<file path="src/rtl/uevt_pkg.sv">
package uevt_pkg;
  localparam int REG_W = 32;
  localparam int BYTE_W = 8;
  localparam int OS_RATE = 16;

  localparam logic [2:0] IDX_DATA = 3'd0;
  localparam logic [2:0] IDX_DIV  = 3'd1;
  localparam logic [2:0] IDX_STAT = 3'd2;
  localparam logic [2:0] IDX_CTRL = 3'd3;
  localparam logic [2:0] IDX_DBG  = 3'd4;

  localparam int ST_THRE = 0;
  localparam int ST_RXEV = 1;
  localparam int ST_TXEV = 2;

  localparam int CT_RXIE = 0;
  localparam int CT_TXIE = 1;

  typedef enum logic [1:0] {
    RX_IDLE,
    RX_START,
    RX_DATA,
    RX_STOP
  } rx_state_e;
endpackage

</file>
<file path="src/rtl/uevt_tick.sv">
module uevt_tick #(
  parameter int CNT_W = 16
) (
  input  logic             clk,
  input  logic             rst_n,
  input  logic             clr,
  input  logic [CNT_W-1:0] div,
  output logic             tick
);
  logic [CNT_W-1:0] cnt;
  logic             last;

  // a divisor of zero behaves as one
  assign last = (div == '0) || (cnt >= div - 1'b1);
  assign tick = last && !clr;

  always_ff @(posedge clk or negedge rst_n) begin
    if (!rst_n)          cnt <= '0;
    else if (clr || last) cnt <= '0;
    else                 cnt <= cnt + 1'b1;
  end
endmodule

</file>
<file path="src/rtl/uevt_tx.sv">
module uevt_tx
  import uevt_pkg::*;
#(
  parameter int CNT_W = 16
) (
  input  logic              clk,
  input  logic              rst_n,
  input  logic [CNT_W-1:0]  div,
  input  logic              in_valid,
  output logic              in_ready,
  input  logic [BYTE_W-1:0] in_data,
  output logic              ser_out,
  output logic              done
);
  localparam int OS_W = $clog2(OS_RATE);
  localparam int BC_W = 4;
  localparam logic [OS_W-1:0] OS_LAST = OS_W'(OS_RATE - 1);
  localparam logic [BC_W-1:0] BIT_LAST = BC_W'(BYTE_W + 1);

  logic            busy;
  logic            line_q;
  logic [BYTE_W:0] shreg;
  logic [OS_W-1:0] os_cnt;
  logic [BC_W-1:0] bit_cnt;
  logic            tick;
  logic            accept;

  assign in_ready = !busy;
  assign accept   = in_valid && in_ready;
  assign ser_out  = line_q;

  uevt_tick #(.CNT_W(CNT_W)) u_tick (
    .clk  (clk),
    .rst_n(rst_n),
    .clr  (accept),
    .div  (div),
    .tick (tick)
  );

  always_ff @(posedge clk or negedge rst_n) begin
    if (!rst_n) begin
      busy    <= 1'b0;
      line_q  <= 1'b1;
      shreg   <= '1;
      os_cnt  <= '0;
      bit_cnt <= '0;
      done    <= 1'b0;
    end else begin
      done <= 1'b0;
      if (accept) begin
        busy    <= 1'b1;
        line_q  <= 1'b0;
        shreg   <= {1'b1, in_data};
        os_cnt  <= '0;
        bit_cnt <= '0;
      end else if (busy && tick) begin
        if (os_cnt == OS_LAST) begin
          os_cnt <= '0;
          if (bit_cnt == BIT_LAST) begin
            busy   <= 1'b0;
            done   <= 1'b1;
            line_q <= 1'b1;
          end else begin
            line_q  <= shreg[0];
            shreg   <= {1'b1, shreg[BYTE_W:1]};
            bit_cnt <= bit_cnt + 1'b1;
          end
        end else begin
          os_cnt <= os_cnt + 1'b1;
        end
      end
    end
  end

  AST_TX_IDLE_MARK: assert property (@(posedge clk) disable iff (!rst_n)
    !busy |-> ser_out);
  AST_TX_BUSY_IGNORE: assert property (@(posedge clk) disable iff (!rst_n)
    busy && in_valid && !tick |=> $stable(shreg));
  AST_TX_DONE_PULSE: assert property (@(posedge clk) disable iff (!rst_n)
    done |=> !done);
endmodule

</file>
<file path="src/rtl/uevt_rx.sv">
module uevt_rx
  import uevt_pkg::*;
#(
  parameter int CNT_W = 16
) (
  input  logic              clk,
  input  logic              rst_n,
  input  logic [CNT_W-1:0]  div,
  input  logic              ser_in,
  output logic              out_valid,
  output logic [BYTE_W-1:0] out_data
);
  localparam int OS_W = $clog2(OS_RATE);
  localparam int BC_W = $clog2(BYTE_W);
  localparam logic [OS_W-1:0] OS_LAST = OS_W'(OS_RATE - 1);
  localparam logic [OS_W-1:0] OS_MID  = OS_W'(OS_RATE / 2 - 1);
  localparam logic [BC_W-1:0] BC_LAST = BC_W'(BYTE_W - 1);

  rx_state_e         state;
  logic [1:0]        sync_q;
  logic              rx_s;
  logic [OS_W-1:0]   os_cnt;
  logic [BC_W-1:0]   bit_cnt;
  logic [BYTE_W-1:0] shreg;
  logic              tick;

  assign rx_s     = sync_q[1];
  assign out_data = shreg;

  uevt_tick #(.CNT_W(CNT_W)) u_tick (
    .clk  (clk),
    .rst_n(rst_n),
    .clr  (state == RX_IDLE),
    .div  (div),
    .tick (tick)
  );

  always_ff @(posedge clk or negedge rst_n) begin
    if (!rst_n) sync_q <= 2'b11;
    else        sync_q <= {sync_q[0], ser_in};
  end

  always_ff @(posedge clk or negedge rst_n) begin
    if (!rst_n) begin
      state     <= RX_IDLE;
      os_cnt    <= '0;
      bit_cnt   <= '0;
      shreg     <= '0;
      out_valid <= 1'b0;
    end else begin
      out_valid <= 1'b0;
      unique case (state)
        RX_IDLE: begin
          os_cnt <= '0;
          if (!rx_s) state <= RX_START;
        end
        RX_START: if (tick) begin
          if (os_cnt == OS_MID) begin
            os_cnt  <= '0;
            bit_cnt <= '0;
            state   <= rx_s ? RX_IDLE : RX_DATA;
          end else begin
            os_cnt <= os_cnt + 1'b1;
          end
        end
        RX_DATA: if (tick) begin
          if (os_cnt == OS_LAST) begin
            os_cnt <= '0;
            shreg  <= {rx_s, shreg[BYTE_W-1:1]};
            if (bit_cnt == BC_LAST) state <= RX_STOP;
            else                    bit_cnt <= bit_cnt + 1'b1;
          end else begin
            os_cnt <= os_cnt + 1'b1;
          end
        end
        RX_STOP: if (tick) begin
          if (os_cnt == OS_LAST) begin
            state     <= RX_IDLE;
            out_valid <= rx_s;
          end else begin
            os_cnt <= os_cnt + 1'b1;
          end
        end
        default: state <= RX_IDLE;
      endcase
    end
  end

  AST_RX_VALID_PULSE: assert property (@(posedge clk) disable iff (!rst_n)
    out_valid |=> !out_valid);
  AST_RX_VALID_IDLE: assert property (@(posedge clk) disable iff (!rst_n)
    out_valid |-> state == RX_IDLE);
endmodule

</file>
<file path="src/rtl/uevt_uart.sv">
module uevt_uart
  import uevt_pkg::*;
#(
  parameter int ADDR_W = 5,
  parameter int CNT_W  = 16
) (
  input  logic              clk,
  input  logic              rst_n,
  input  logic              bus_sel,
  input  logic              bus_we,
  input  logic [ADDR_W-1:0] bus_addr,
  input  logic [REG_W-1:0]  bus_wdata,
  output logic [REG_W-1:0]  bus_rdata,
  output logic              bus_rvalid,
  input  logic              ser_rx,
  output logic              ser_tx,
  output logic              irq
);
  localparam int IW = ADDR_W - 2;

  logic [IW-1:0]     widx;
  logic              aligned;
  logic              hit_data, hit_div, hit_stat, hit_ctrl, hit_dbg;
  logic              wr, rd;
  logic [REG_W-1:0]  div_q, ctrl_q, dbg_q;
  logic              rx_evt, tx_evt;
  logic [BYTE_W-1:0] rxbuf;
  logic [REG_W-1:0]  rd_mux;
  logic              tx_valid, tx_ready, tx_done;
  logic              rx_valid, rx_ready;
  logic [BYTE_W-1:0] rx_data;
  logic              clr_rx, clr_tx;

  assign widx     = bus_addr[ADDR_W-1:2];
  assign aligned  = bus_addr[1:0] == 2'b00;
  assign hit_data = aligned && widx == IW'(IDX_DATA);
  assign hit_div  = aligned && widx == IW'(IDX_DIV);
  assign hit_stat = aligned && widx == IW'(IDX_STAT);
  assign hit_ctrl = aligned && widx == IW'(IDX_CTRL);
  assign hit_dbg  = aligned && widx == IW'(IDX_DBG);
  assign wr       = bus_sel && bus_we;
  assign rd       = bus_sel && !bus_we;

  assign tx_valid = wr && hit_data;
  assign rx_ready = !rx_evt;
  assign clr_rx   = wr && hit_stat && bus_wdata[ST_RXEV];
  assign clr_tx   = wr && hit_stat && bus_wdata[ST_TXEV];

  uevt_tx #(.CNT_W(CNT_W)) u_tx (
    .clk     (clk),
    .rst_n   (rst_n),
    .div     (div_q[CNT_W-1:0]),
    .in_valid(tx_valid),
    .in_ready(tx_ready),
    .in_data (bus_wdata[BYTE_W-1:0]),
    .ser_out (ser_tx),
    .done    (tx_done)
  );

  uevt_rx #(.CNT_W(CNT_W)) u_rx (
    .clk      (clk),
    .rst_n    (rst_n),
    .div      (div_q[CNT_W-1:0]),
    .ser_in   (ser_rx),
    .out_valid(rx_valid),
    .out_data (rx_data)
  );

  always_ff @(posedge clk or negedge rst_n) begin
    if (!rst_n) begin
      div_q  <= '0;
      ctrl_q <= '0;
      dbg_q  <= '0;
    end else if (wr) begin
      if (hit_div)  div_q  <= bus_wdata;
      if (hit_ctrl) ctrl_q <= bus_wdata;
      if (hit_dbg)  dbg_q  <= bus_wdata;
    end
  end

  // a new event wins over a clear in the same cycle
  always_ff @(posedge clk or negedge rst_n) begin
    if (!rst_n) begin
      rx_evt <= 1'b0;
      tx_evt <= 1'b0;
      rxbuf  <= '0;
    end else begin
      if (rx_valid && rx_ready) begin
        rx_evt <= 1'b1;
        rxbuf  <= rx_data;
      end else if (clr_rx) begin
        rx_evt <= 1'b0;
      end
      if (tx_done)     tx_evt <= 1'b1;
      else if (clr_tx) tx_evt <= 1'b0;
    end
  end

  always_comb begin
    rd_mux = '0;
    if (hit_data) rd_mux[BYTE_W-1:0] = rxbuf;
    if (hit_div)  rd_mux = div_q;
    if (hit_ctrl) rd_mux = ctrl_q;
    if (hit_dbg)  rd_mux = dbg_q;
    if (hit_stat) begin
      rd_mux[ST_THRE] = 1'b1;
      rd_mux[ST_RXEV] = rx_evt;
      rd_mux[ST_TXEV] = tx_evt;
    end
  end

  always_ff @(posedge clk or negedge rst_n) begin
    if (!rst_n) begin
      bus_rdata  <= '0;
      bus_rvalid <= 1'b0;
    end else begin
      bus_rvalid <= rd;
      if (rd) bus_rdata <= rd_mux;
    end
  end

  assign irq = (ctrl_q[CT_RXIE] && rx_evt) || (ctrl_q[CT_TXIE] && tx_evt);

  AST_IRQ_HAS_SOURCE: assert property (@(posedge clk) disable iff (!rst_n)
    irq |-> (rx_evt || tx_evt));
  AST_RXBUF_HELD: assert property (@(posedge clk) disable iff (!rst_n)
    rx_evt |=> $stable(rxbuf));
  AST_TXEV_AFTER_STOP: assert property (@(posedge clk) disable iff (!rst_n)
    $rose(tx_evt) |-> $past(tx_done));
  AST_STAT_THRE: assert property (@(posedge clk) disable iff (!rst_n)
    bus_rvalid && $past(rd && hit_stat) |-> bus_rdata[ST_THRE]);
  AST_W1C_KEEP_RX: assert property (@(posedge clk) disable iff (!rst_n)
    rx_evt && !clr_rx |=> rx_evt);
endmodule

</file>
<file path="config.mk">
export PLATFORM = sky130hd
export DESIGN_NAME = uevt_uart
export DESIGN_NICKNAME = d
export VERILOG_FILES = /design/src/rtl/uevt_pkg.sv /design/src/rtl/uevt_tick.sv /design/src/rtl/uevt_tx.sv /design/src/rtl/uevt_rx.sv /design/src/rtl/uevt_uart.sv
export SDC_FILE = /design/constraint.sdc
export NUM_CORES = 1
export LEC_CHECK = 0
export ABC_AREA = 1
export BUFFER_PORTS_ARGS = -buffer_cell sky130_fd_sc_hd__clkbuf_2
export CAP_MARGIN = 20
export CORE_ASPECT_RATIO = 0.6
export CORE_MARGIN = 3
export CORE_UTILIZATION = 40
export DETAILED_ROUTE_END_ITERATION = 8
export PLACE_DENSITY = 0.59
export SYNTH_ARGS = -nofsm -noshare
export SYNTH_HDL_FRONTEND = slang
export SYNTH_HIERARCHICAL = 1
export SYNTH_SLANG_ARGS = --single-unit
export TNS_END_PERCENT = 20
</file>
<file path="constraint.sdc">
create_clock -name clk -period 3.9 [get_ports clk]
set_clock_uncertainty 0.2 [all_clocks]
set_input_delay 0.78 -clock clk [delete_from_list [all_inputs] [get_ports clk]]
set_output_delay 0.78 -clock clk [all_outputs]
set_load 0.05 [all_outputs]
</file>
==> results.md <==
- Status: finished, final reports clean
- DRC Markers: 0
- Post-CTS setup buffers: 0
- First-pass GRT wire length: 45.8 mm
- RSZ-0062 raised after global routing: no
- Setup Crit Path Kind: flip-flop to flip-flop
- Routed Antenna Nets: 0
- Synth cell types: 42
- Core Area: 27,800 sq um
- Warnings from Yosys: 6
- M3 GR Usage: 2.62%
- CP max stage delay: 0.48 ns
- EDFF count, synth: 0
- Pins Over Slew Limit: 0
- Final period util: ~90%
- H-tree lvl count: 1
- Largest net degree at the start of global routing: 80
- Power per cell area: 496 nW/um^2
- Critical path's top delay family: simple AND/OR/NAND/NOR gates
- FF/Latch Area: 5270 sq um
- Worst Path Buf+Inv: 4
- Area share of the largest cell type after synthesis: a little over two fifths
- Setup violators final: 0
- Synth area leader: dfrtp_1
- Max stage delay cell, worst path: dfrtp_1
- Worst-margin pin slew: 0.905 ns
- Vias in the first global route: around 8.7k
- Grt peak-use layer: met1
- 1st-pass router iterations: 7
- Post-synthesis area per instance: ~8.1 sq um
- Post-Route WL: 27.5 mm
- Flops & latches, synth: 210
- CP arrival: ~3.7 ns
- Hold Vio Cnt, Final: 0
- Port bufs: 76
- # nets final: 1,543
- Leakage: 6.53 nW
- Via count: 8,990
- Most used cell, CP: nand2_1
- CP endpoint kind: flip-flop
- Max Cap Viol: 0
- Synth area leaders: dfrtp_1 44%, nand2_1 14%, ha_1 4.6%
- Worst-path clk slew: 0.06 ns
- Dominant synthesized flop cell: dfrtp_1
- GR Util met2: between 20% and 30%
- Worst skew pair latency: 0.53 ns
- Io pins: 77
- # resized after CTS: 0
- Fillers: 2,750
- Post-synth ARST share: 100%
- Initial antenna violation count: 0
- Crit-path cells: nor2_1, nand3_1, nor3_2, nand2_1, xor2_1, inv_1, ha_1, nand2_1, inv_1, nand3_1, nor3_1, nand2_1, a21oi_1, buf_4, inv_1, nand3_1, nand2_1, nor2_2, nand3_1, nand2_1, nand2_1
- CTS tree: built
- Sequential area share after synthesis: 46.4%
- All-Layer GR Usage: 18.5%
- WL per Instance: 14.9 microns
- CTS root buf: clkbuf_16
- # clock sinks: 210
- Die Footprint: 30,500 sq um
- Num CTS Buffers: 22
- Area grow syn2layout: 12.3%
- Hold WS: 0.0446 ns
- Synthesized Nets: around 1.5k
- Startpoint types: flip-flop
- Area taken by multi-input logic gates: 5240 sq um
- Post-DP HPWL: 19.2 mm
- Share of cells above drive strength 1: 16.7%
- Diode count: 0
- Cell area after synthesis: ~11,000 sq um
- Crit path required time: 4.12 ns
- Congestion Overflow GR: 0
- Vias/cell: 4.88
- Final GP Congestion: approximately 0.85
- Worst IR Drop VDD: 0.252 mV
- Total negative slack: 0 ns
- Crit path time final: around 3.5 ns
- Chip height: between 100 and 150 microns
- Clock Path Buffers: 3
- Met1 Use GR: 29.2%
- Min-delay worst type: input pin to asynchronous set/reset pin
- Crit-path max FO: 8
- Fmax: 285 MHz
- Initial Util: 40.9%
- Quantity of hold-fixing buffers added after cts: 0
- 1st-iter DRT viols: 719
- Syn Inst Count: between 1k and 1.5k
- Die W: 224 microns
- Final Util: a little under half
- Core Rows: 47
- Max_slew headroom: 39.3%
[where the power goes]
| part | switching (mW) | internal [mW] |
|---|---|---|
| combinational | 0.948 | 0.539 |
| clock | 0.917 | 1.24 |
| sequential | 0.254 | 2.43 |
[state kept, by name, summed over array words and instances, names as in the netlist, 8 cells and up, named ones only]
register,cells
u_tx/u_tick/cnt,16
u_tx/shreg,8
bus_rdata,32
div_q,32
u_rx/out_data,8
dbg_q,32
ctrl_q,32
u_rx/u_tick/cnt,16
rxbuf,8
[routing by layer]
layer | routed length, microns | vias up
li1 | - | 4570
met1 | 14800 | 4215
met2 | 11200 | 175
met3 | 1160 | 30
met4 | 379 | 0
met5 | 0 | -
[cell usage after synthesis, types with 2 or more instances]
master and count:
a21o_1 2, a21oi_1 19, a21oi_2 3, a22o_2 2, and2_4 2, buf_2 18
buf_4 4, buf_6 15, clkbuf_1 10, dfrtp_1 199, dfstp_2 11, ha_1 42
inv_1 135, inv_2 6, inv_4 2, mux2_2 4, nand2_1 438, nand2_2 12
nand2_4 3, nand3_1 104, nand3_2 7, nand3_4 3, nand3b_1 2, nand4_1 21
nor2_1 118, nor2_2 18, nor2_4 7, nor3_1 12, o211ai_1 4, o21ai_0 37
o21ai_1 41, o21ai_2 33, o21bai_1 4, xnor2_1 13, xor2_1 36
[cell families (layout without fill, tap and decap cells)]
family,count (synthesis),after routing,synth area share [%]
multiplexers,4,4,0.397
AND/OR/NAND/NOR,752,752,29.2
adder cells (fa/ha/maj),42,42,4.63
buffers and inverters,192,272,7.71
flip-flops,210,210,46.4
AO/OA/AOI/OAI,145,145,7.89
XOR/XNOR,49,49,3.78
[through the flow]
step	instance area, sq um	power, mW	worst slack (ns)	cells
finish	12800	6.32	0.388	1841
CTS	12700	6.39	0.337	1841
global placement	12000	4.15	0.446	1802
global route	12800	6.74	0.0674	1841
floorplan	11400	3.82	0.771	1394
detailed placement	12000	4.20	0.366	1802
[cells in the final DEF, fill, tap and decap left out, types with 3 or more instances in the layout]
cell,instances
ha_1,42
mux2_2,4
buf_4,11
nand3_2,7
nor2_2,17
clkbuf_16,22
nor3_2,3
clkinv_2,5
dfstp_2,11
xnor2_1,13
nor2_4,9
clkbuf_2,75
a21oi_1,19
clkbuf_8,3
nand3_4,3
o21bai_1,4
nand3_1,104
o211ai_1,4
a21oi_2,3
nor2_1,117
xor2_1,36
dfrtp_1,199
o21ai_0,37
nand2_4,3
o21ai_2,33
nor3_1,10
nand2_1,438
nand2_2,12
inv_1,135
nand4_1,21
o21ai_1,41
inv_2,6
[final cells by class]
class                   count  share of cell area (%)
flip-flops and latches    210                    41.3
multi-input cells         992                    41.0
inverters                 144                    4.28
repair buffers             89                    4.02
clock buffers              27                    4.70
well taps                 367                    3.60
clock inverters            12                    1.07
[path summary, 6_finish.rpt]
| kind | from | end | slack, ns | cells after the start |
|---|---|---|---|---|
| setup / recovery | div_q[2] | flip-flop | 0.39 | 21 |
| hold / removal | rst_n | bus_rdata[10] | 0.04 | 1 |
| setup reg to reg | div_q[2] | flip-flop | 0.39 | 21 |
| hold reg to reg | u_rx/sync_q[0] | u_rx/sync_q[1] | 0.16 | 0 |
| max in group asynchronous | rst_n | div_q[9] | 2.64 | 2 |
| min in group clk | ser_rx | u_rx/sync_q[0] | 0.14 | 1 |
No activity file was read; power rests on OpenSTA's default activity.
